## src/rtl/pbs_pkg.sv

```systemverilog
`timescale 1ns/1ps
package pbs_pkg;
   typedef enum logic [1:0] {
      OP_IDLE = 2'd0,
      OP_RD   = 2'd1,
      OP_WR   = 2'd2
   } pbs_op_e;
endpackage

```

## src/rtl/pbs_burst_seq.sv

```systemverilog
`timescale 1ns/1ps
// Decodes load/continue into an operation and the address for this cycle.
module pbs_burst_seq
   import pbs_pkg::*;
#(
   parameter int ADDR_W     = 6,
   parameter int BURST_BITS = 2,
   parameter bit LINEAR     = 1'b0
) (
   input  logic              clk,
   input  logic              rst_n,
   input  logic              step_en,
   input  logic              flush,
   input  logic              load,
   input  logic              sel,
   input  logic              wr,
   input  logic [ADDR_W-1:0] ext_addr,
   output pbs_op_e           cyc_op,
   output logic [ADDR_W-1:0] cyc_addr
);
   logic [ADDR_W-1:0]     base_q;
   logic [BURST_BITS-1:0] cnt_q;
   logic [BURST_BITS-1:0] cnt_nx;
   logic [BURST_BITS-1:0] low_bits;
   pbs_op_e               op_q;

   assign cnt_nx = cnt_q + 1'b1;

   generate
      if (LINEAR) begin : g_linear
         assign low_bits = base_q[BURST_BITS-1:0] + cnt_nx;
      end else begin : g_interleave
         assign low_bits = base_q[BURST_BITS-1:0] ^ cnt_nx;
      end
   endgenerate

   always_comb begin
      if (load) begin
         cyc_addr = ext_addr;
         if (!sel)    cyc_op = OP_IDLE;
         else if (wr) cyc_op = OP_WR;
         else         cyc_op = OP_RD;
      end else begin
         cyc_addr = {base_q[ADDR_W-1:BURST_BITS], low_bits};
         cyc_op   = op_q;
      end
   end

   always_ff @(posedge clk) begin
      if (!rst_n) begin
         base_q <= '0;
         cnt_q  <= '0;
         op_q   <= OP_IDLE;
      end else if (flush) begin
         cnt_q  <= '0;
         op_q   <= OP_IDLE;
      end else if (step_en) begin
         if (load) begin
            base_q <= ext_addr;
            cnt_q  <= '0;
            op_q   <= cyc_op;
         end else begin
            cnt_q  <= cnt_nx;
         end
      end
   end
endmodule

```

## src/rtl/pbs_sleep_ctl.sv

```systemverilog
`timescale 1ns/1ps
// Two-flop sleep synchroniser plus post-wake recovery window.
module pbs_sleep_ctl #(
   parameter int REC_CYCLES = 4
) (
   input  logic clk,
   input  logic rst_n,
   input  logic sleep_in,
   output logic asleep,
   output logic blocked
);
   localparam int RW = (REC_CYCLES > 0) ? $clog2(REC_CYCLES + 1) : 1;

   logic sq1, sq2;

   always_ff @(posedge clk) begin
      if (!rst_n) begin
         sq1 <= 1'b0;
         sq2 <= 1'b0;
      end else begin
         sq1 <= sleep_in;
         sq2 <= sq1;
      end
   end

   assign asleep = sq2;

   generate
      if (REC_CYCLES == 0) begin : g_no_rec
         assign blocked = sq2;
      end else begin : g_rec
         logic [RW-1:0] rec_q;
         always_ff @(posedge clk) begin
            if (!rst_n)             rec_q <= '0;
            else if (sq2)           rec_q <= RW'(REC_CYCLES);
            else if (rec_q != '0)   rec_q <= rec_q - 1'b1;
         end
         assign blocked = sq2 | (rec_q != '0);
      end
   endgenerate
endmodule

```

## src/rtl/pbs_lane_array.sv

```systemverilog
`timescale 1ns/1ps
// Storage split into independently written lanes, registered read.
module pbs_lane_array #(
   parameter int ADDR_W = 6,
   parameter int LANE_W = 9,
   parameter int LANES  = 2
) (
   input  logic                      clk,
   input  logic                      rst_n,
   input  logic                      wr_en,
   input  logic [ADDR_W-1:0]         wr_addr,
   input  logic [LANES-1:0]          wr_lanes,
   input  logic [LANES*LANE_W-1:0]   wr_data,
   input  logic                      rd_en,
   input  logic [ADDR_W-1:0]         rd_addr,
   output logic [LANES*LANE_W-1:0]   rd_data
);
   localparam int DEPTH = 1 << ADDR_W;

   generate
      for (genvar g = 0; g < LANES; g++) begin : g_lane
         logic [LANE_W-1:0] mem [DEPTH];
         logic [LANE_W-1:0] rd_q;

         always_ff @(posedge clk) begin
            if (wr_en && wr_lanes[g])
               mem[wr_addr] <= wr_data[g*LANE_W +: LANE_W];
         end

         always_ff @(posedge clk) begin
            if (!rst_n)     rd_q <= '0;
            else if (rd_en) rd_q <= mem[rd_addr];
         end

         assign rd_data[g*LANE_W +: LANE_W] = rd_q;
      end
   endgenerate
endmodule

```

## src/rtl/pbs_sram.sv

```systemverilog
`timescale 1ns/1ps
module pbs_sram
   import pbs_pkg::*;
#(
   parameter int LANES        = 2,
   parameter int LANE_W       = 9,
   parameter int ADDR_W       = 6,
   parameter int BURST_BITS   = 2,
   parameter bit LINEAR_BURST = 1'b0,
   parameter int REC_CYCLES   = 4
) (
   input  logic                    clk,
   input  logic                    rst_n,
   input  logic                    clk_hold,
   input  logic                    sel,
   input  logic                    load,
   input  logic                    wr,
   input  logic [LANES-1:0]        lane_we,
   input  logic [ADDR_W-1:0]       addr,
   input  logic [LANES*LANE_W-1:0] wdata,
   input  logic                    oe,
   input  logic                    sleep_req,
   output logic [LANES*LANE_W-1:0] rdata,
   output logic                    drive_en
);
   localparam int DATA_W = LANES * LANE_W;

   generate
      if (LANES < 1 || LANE_W < 1) begin : g_bad_width
         $error("pbs_sram: LANES and LANE_W must be positive");
      end
      if (BURST_BITS < 1 || BURST_BITS >= ADDR_W) begin : g_bad_burst
         $error("pbs_sram: BURST_BITS must lie in 1..ADDR_W-1");
      end
      if (ADDR_W > 12) begin : g_bad_depth
         $error("pbs_sram: ADDR_W too large for a model array");
      end
      if (REC_CYCLES < 0) begin : g_bad_rec
         $error("pbs_sram: REC_CYCLES must be non-negative");
      end
   endgenerate

   logic              active;
   logic              asleep;
   logic              blocked;
   pbs_op_e           cyc_op;
   pbs_op_e           op_eff;
   logic [ADDR_W-1:0] cyc_addr;

   pbs_op_e           s1_op,    s2_op;
   logic [ADDR_W-1:0] s1_addr,  s2_addr;
   logic [LANES-1:0]  s1_lanes, s2_lanes;
   logic              out_rd_q;

   assign active = !clk_hold;

   pbs_sleep_ctl #(.REC_CYCLES(REC_CYCLES)) u_sleep (
      .clk      (clk),
      .rst_n    (rst_n),
      .sleep_in (sleep_req),
      .asleep   (asleep),
      .blocked  (blocked)
   );

   pbs_burst_seq #(
      .ADDR_W     (ADDR_W),
      .BURST_BITS (BURST_BITS),
      .LINEAR     (LINEAR_BURST)
   ) u_seq (
      .clk      (clk),
      .rst_n    (rst_n),
      .step_en  (active && !blocked),
      .flush    (blocked),
      .load     (load),
      .sel      (sel),
      .wr       (wr),
      .ext_addr (addr),
      .cyc_op   (cyc_op),
      .cyc_addr (cyc_addr)
   );

   assign op_eff = blocked ? OP_IDLE : cyc_op;

   // Two-stage command pipeline: address stage, then data stage.
   always_ff @(posedge clk) begin
      if (!rst_n) begin
         s1_op    <= OP_IDLE;
         s1_addr  <= '0;
         s1_lanes <= '0;
         s2_op    <= OP_IDLE;
         s2_addr  <= '0;
         s2_lanes <= '0;
         out_rd_q <= 1'b0;
      end else if (asleep) begin
         s1_op    <= OP_IDLE;
         s2_op    <= OP_IDLE;
         out_rd_q <= 1'b0;
      end else if (active) begin
         s1_op    <= op_eff;
         s1_addr  <= cyc_addr;
         s1_lanes <= lane_we;
         s2_op    <= s1_op;
         s2_addr  <= s1_addr;
         s2_lanes <= s1_lanes;
         out_rd_q <= (s2_op == OP_RD);
      end
   end

   pbs_lane_array #(
      .ADDR_W (ADDR_W),
      .LANE_W (LANE_W),
      .LANES  (LANES)
   ) u_array (
      .clk      (clk),
      .rst_n    (rst_n),
      .wr_en    (active && !asleep && (s2_op == OP_WR)),
      .wr_addr  (s2_addr),
      .wr_lanes (s2_lanes),
      .wr_data  (wdata),
      .rd_en    (active && !asleep && (s2_op == OP_RD)),
      .rd_addr  (s2_addr),
      .rd_data  (rdata)
   );

   assign drive_en = out_rd_q && oe && !asleep;
endmodule

```

## config.mk

```make
export PLATFORM = sky130hd
export DESIGN_NAME = pbs_sram
export DESIGN_NICKNAME = d
export VERILOG_FILES = /design/src/rtl/pbs_pkg.sv /design/src/rtl/pbs_burst_seq.sv /design/src/rtl/pbs_sleep_ctl.sv /design/src/rtl/pbs_lane_array.sv /design/src/rtl/pbs_sram.sv
export SDC_FILE = /design/constraint.sdc
export NUM_CORES = 1
export LEC_CHECK = 0
export CORE_ASPECT_RATIO = 0.5
export CORE_MARGIN = 4
export CORE_UTILIZATION = 30
export DETAILED_ROUTE_END_ITERATION = 10
export PLACE_DENSITY = 0.49
export SLEW_MARGIN = 0
export SYNTH_ARGS = -nofsm -noshare
export SYNTH_HDL_FRONTEND = slang
export SYNTH_SLANG_ARGS = --single-unit
```

## constraint.sdc

```tcl
create_clock -name clk -period 3.2 [get_ports clk]
set_input_delay 0.8 -clock clk [delete_from_list [all_inputs] [get_ports clk]]
set_output_delay 0.8 -clock clk [all_outputs]
set_load 0.05 [all_outputs]
```

# Word-level counts from Yosys, hierarchy flattened
# Memories as Yosys holds them, arrays and structs flattened. A register that Yosys moved wholly into a read port is not among the register bits.
# Cells that the tools add are included.
# Widths: inputs -> output; s select.
# word_totals
out_inout_bits	19
n_memories	2
register_bits	36
ramBits	1152
# classes
n_reduce_logical	20
n_eq_ne	2
addsub	2
bitwise_logic	6
mux	12
# memory_table
name	words	word_bits	rd	rd_clocked_by_memory_dff	write_ports	line_no	text
u_array.g_lane[0].mem	64	9	1	1	1	pbs_lane_array.sv:22	logic [LANE_W-1:0] mem [DEPTH];
u_array.g_lane[1].mem	64	9	1	1	1	pbs_lane_array.sv:22	
# op_table
cell	count
$mux 2	5
$logic_and 1x1->1	8
$mux 3	2
$mux 6	1
$logic_not 1->1	5
$mux 1	4
$not 1->1	4
$reduce_and 2->1	2
$reduce_or 2->1	2
$reduce_and 3->1	1
$reduce_bool 3->1	1
$sub 3x1->3 const B	1
$add 2x1->2 const B	1
$eq 2x1->1 const B	1
$eq 2x2->1 const B	1
$reduce_bool 2->1	1
$xor 2x2->2	1
$or 1x1->1	1

# Longest topological paths before layout
# depth
word_depth	6
ltp_mapped	11

# Modules after synthesis
# A second synthesis with hierarchy kept.
# unflattened
cells_unflattened	2542
area_unflattened_um2	47113.9
# modules_own_cells
mod	area_each_um2	cells_each	n_inst
pbs_lane_array	45454.8	2370	1
pbs_sram	909.6	96	1
pbs_burst_seq	521.8	54	1
pbs_sleep_ctl	227.7	22	1

# Worst setup path after synthesis
# No wires, ideal clock.
# synth_timing
path_type	input to register
startpoint	input clk_hold
endpoint	memory u_array.g_lane[1].mem[21][0], enable pin
cell_stages	7
n_path_buf	3
setup_time_ns	0.374
required_ns	2.826
arrival_ns	2.471
setup_slack_ns	0.355
path_cell_list	buf_2 > nor2_1 > clkbuf_1 > and4b_1 > clkbuf_1 > nand3_1 > nor2_1
# synth_between
elab_chain_cells	6
# synth_rtl
item	line_no	text
start, declared	pbs_sram.sv:14	input logic clk_hold,
$logic_not 1->1	pbs_sram.sv:55	assign active = !clk_hold;
$logic_and 1x1->1 (2 in a row)	pbs_sram.sv:116	.wr_en (active && !asleep && (s2_op == OP_WR)),
$logic_and 1x1->1	pbs_lane_array.sv:26	if (wr_en && wr_lanes[g])
$mux 1	pbs_lane_array.sv:26	
$mux 1 (not written as such)	pbs_lane_array.sv:27	mem[wr_addr] <= wr_data[g*LANE_W +: LANE_W];
end, declared	pbs_lane_array.sv:22	
# No other way between the ends.

==> results.json <==
{
  "start_util_pct": 30.27,
  "synth_edf_count": 1152,
  "cp.required_ps": 3810,
  "dp_hpwl_mm": 95.02,
  "crit_arrival_ps": 3590,
  "finalHoldViolCount": 0,
  "cts.clk_slew.worst_paths_ps": 70,
  "critPathBufInv": 2,
  "ctsHoldBuffers": 0,
  "setup_violations": 0,
  "vias": 27490,
  "syn_inst": 2680,
  "critPathTopFamily": "compound AO/OA/AOI/OAI gates",
  "hp-class": "reg2reg",
  "ys_warn_count": 0,
  "row_count": 102,
  "cpPeakStageDelay_ps": 670,
  "status": "finished clean",
  "fmax_mhz": 334.9,
  "tns_ps": 0,
  "start_kind": "register",
  "clockRootBuffer": "clkbuf_16",
  "nets": 3042,
  "power_density_nw_per_um2": 579.6,
  "grt_pass1_wl_mm": 210.4,
  "cpMaxStageDelayCell": "dfxtp_4",
  "fin_skew_ps": 27.05,
  "yosys.area_share.simple_pct": 3.809,
  "dieWidth_um": 567.4,
  "yosysTopAreaCell": "edfxtp_1",
  "cts_max_level": 3,
  "final_cell_area_um2": 55580,
  "dieHeight_um": 287.7,
  "synth_top_area_share_pct": 73.69,
  "antenna_left": 0,
  "rsz0062_at_grt": "no",
  "pin_count": 53,
  "min_period_ps": 2986,
  "viasPerCell": 5.304,
  "wirelength_mm": 149.4,
  "firstDrtPassIters": 7,
  "synth_area_per_cell_um2": 17.52,
  "synth_top_family_by_area": "compound AO/OA/AOI/OAI gates",
  "crit_type": "reg2reg",
  "fp.dieArea_um2": 163300,
  "ctsResizeCount": 0,
  "drcViolationCount": 0,
  "wl_per_cell_um": 28.82,
  "drt_iter0_markers": 2988,
  "cts_buffers": 113,
  "ir_drop_mv": 0.4227,
  "clk_latency_ps": 730,
  "worstMarginPinSlew_ps": 997.9,
  "relSlewSlack_pct": 33.47,
  "tritoncts": "done",
  "cts.sinks": 1206,
  "finalMaxSlewViolations": 0,
  "leakage_nw": 17.59,
  "synth_compound_area_share_pct": 8.966,
  "yosys_register_bits": 1206,
  "place_area_um2": 52050,
  "synth_ff_type": "edfxtp_1",
  "io_buffers": 52,
  "yosys-top-cells-area": "edfxtp_1 (74%), mux4_2 (4.5%), a221oi_1 (2.5%)",
  "synthMuxAreaShare_pct": 8.852,
  "critPathMaxFanout": 37,
  "grt_use_total_pct": 17.92,
  "worstSetupEndpointType": "register",
  "area_delta_synth_final_pct": 18.40,
  "fill_cells": 14570,
  "drv_cap": 0,
  "overflow": 0,
  "place_ws_ps": -62.24,
  "synth_cell_types": 70,
  "grt_pass1_vias": 27130,
  "clockBufferDepth": 3,
  "setup_slack_ps": 214.4,
  "synthArstFlopShare_pct": 0,
  "synth_area_um2": 46940,
  "cp_cell_sequence": "buf_12 > buf_4 > mux2_2 > a221oi_1 > a21o_1 > a21oi_1 > nor4bb_1 > a31oi_1",
  "antenna_found_initial": 4,
  "post_cts_buffers": 0,
  "synth_fa_ha_area_share_pct": 0.07996,
  "coreArea_um2": 155100,
  "syn-num-nets": 2717,
  "drive_gt1_share_pct": 23.39,
  "yosysSeqAreaShare_pct": 75.99,
  "post-route-period-util_pct": 93.30,
  "synthXorXnorAreaFrac_pct": 0.07463,
  "routabilityCongestion": 0.8850,
  "grt_max_degree": 65
}
## sequential cells by signal, indices dropped and copies added, names as in the netlist
register             flops
u_array.g_lane.rd_q     18
u_seq.cnt_q              2
u_seq.op_q               2
u_array.g_lane.mem    1152
s1_addr                  6
s2_addr                  6
s1_op                    2
s2_op                    2
u_seq.base_q             6
out_rd_q                 1
u_sleep.asleep           1
s1_lanes                 2
s2_lanes                 2
u_sleep.sq1              1
u_sleep.g_rec.rec_q      3
## power by group
group | leakage [nW] | switching, mW | internal [mW] | total, mW
registers | 10.8 | 0.0566 | 17.3 | 17.4
clock network | 1.73 | 5.90 | 7.17 | 13.1
logic | 5.07 | 1.20 | 0.577 | 1.78
## area by class of cell
cell class                      count  area, µm²  area share, %
Sequential cell                  1206      35690          64.20
Multi-Input combinational cell   1283      10310          18.55
Timing Repair Buffer              394       3421          6.154
Clock buffer                      154       3094          5.567
Tap cell                         2080       2603          4.682
Clock inverter                     55      427.9         0.7699
Inverter                            7      30.03        0.05403
Antenna cell                        4      10.01        0.01801
## routing by layer
metal  wire length (µm)  track usage [%]  vias up
li1                   -                -    11570
met1              64160            24.86    14490
met2              69490            28.79     1228
met3              11280            3.298      205
met4               4425            5.257        0
met5                  0                0        -
## cell usage after synthesis, types with 12 or more instances
master	instances
edfxtp_1	1152
nor2_1	209
a221oi_1	133
nand2_1	117
mux2i_1	111
a22oi_1	93
mux4_2	93
mux2_2	82
a21oi_1	75
o21ai_0	71
buf_2	70
clkbuf_1	57
dfxtp_1	54
o22ai_1	52
buf_4	34
a31oi_1	23
a22o_1	19
a21boi_0	17
a221o_1	16
buf_6	15
nor3_1	12
## cell usage in the layout, fill, tap and decap left out, types with 10 or more instances in the layout
cell,n
o21ai_0,71
o2bb2ai_1,11
a211oi_1,10
clkbuf_16,116
dfxtp_1,51
buf_2,12
clkbuf_1,30
buf_4,317
nor2_1,206
mux4_2,93
clkinv_2,22
a31oi_1,23
nor3_1,11
clkdlybuf4s50_1,32
o22ai_1,52
a22oi_1,93
mux2i_1,111
a221o_1,16
a21boi_0,17
mux2_2,82
a21oi_1,75
a221oi_1,133
edfxtp_1,1152
clkinv_1,21
nand2_1,117
a22o_1,19
buf_12,33
## stage by stage
step	hold slack, ps	utilization, %	total power [mW]	cells
floorplan	411.9	-	18.52	2680
global placement	418.4	33.57	19.47	4970
detailed placement	429.7	33.57	19.48	4970
CTS	420.9	35.84	32.50	5179
global route	451.2	35.84	33.28	5179
finish	437.9	35.85	32.21	5183
## final timing paths
kind,start,end,slack (ps),cells past startpoint
max,s2_addr[2]$_SDFFE_PN0P_,u_array.g_lane[0].rd_q[8]$_SDFFE_PN0P_,210,8
min,u_sleep.sq1$_SDFF_PN0_,u_sleep.asleep$_SDFF_PN0_,440,1
max reg2reg,s2_addr[2]$_SDFFE_PN0P_,u_array.g_lane[0].rd_q[8]$_SDFFE_PN0P_,210,8
min reg2reg,u_sleep.sq1$_SDFF_PN0_,u_sleep.asleep$_SDFF_PN0_,440,1
## logic make-up after synthesis
| logic type | count (synthesis) |
|---|---|
| muxes | 287 |
| and+or+nand+nor | 411 |
| DFF | 1206 |
| buffers and inverters | 191 |
| AOI/OAI and AO/OA | 578 |
| xor gates and xnor gates | 4 |
| adders and majority gates | 3 |
No activity file was read; power rests on OpenSTA's default activity.
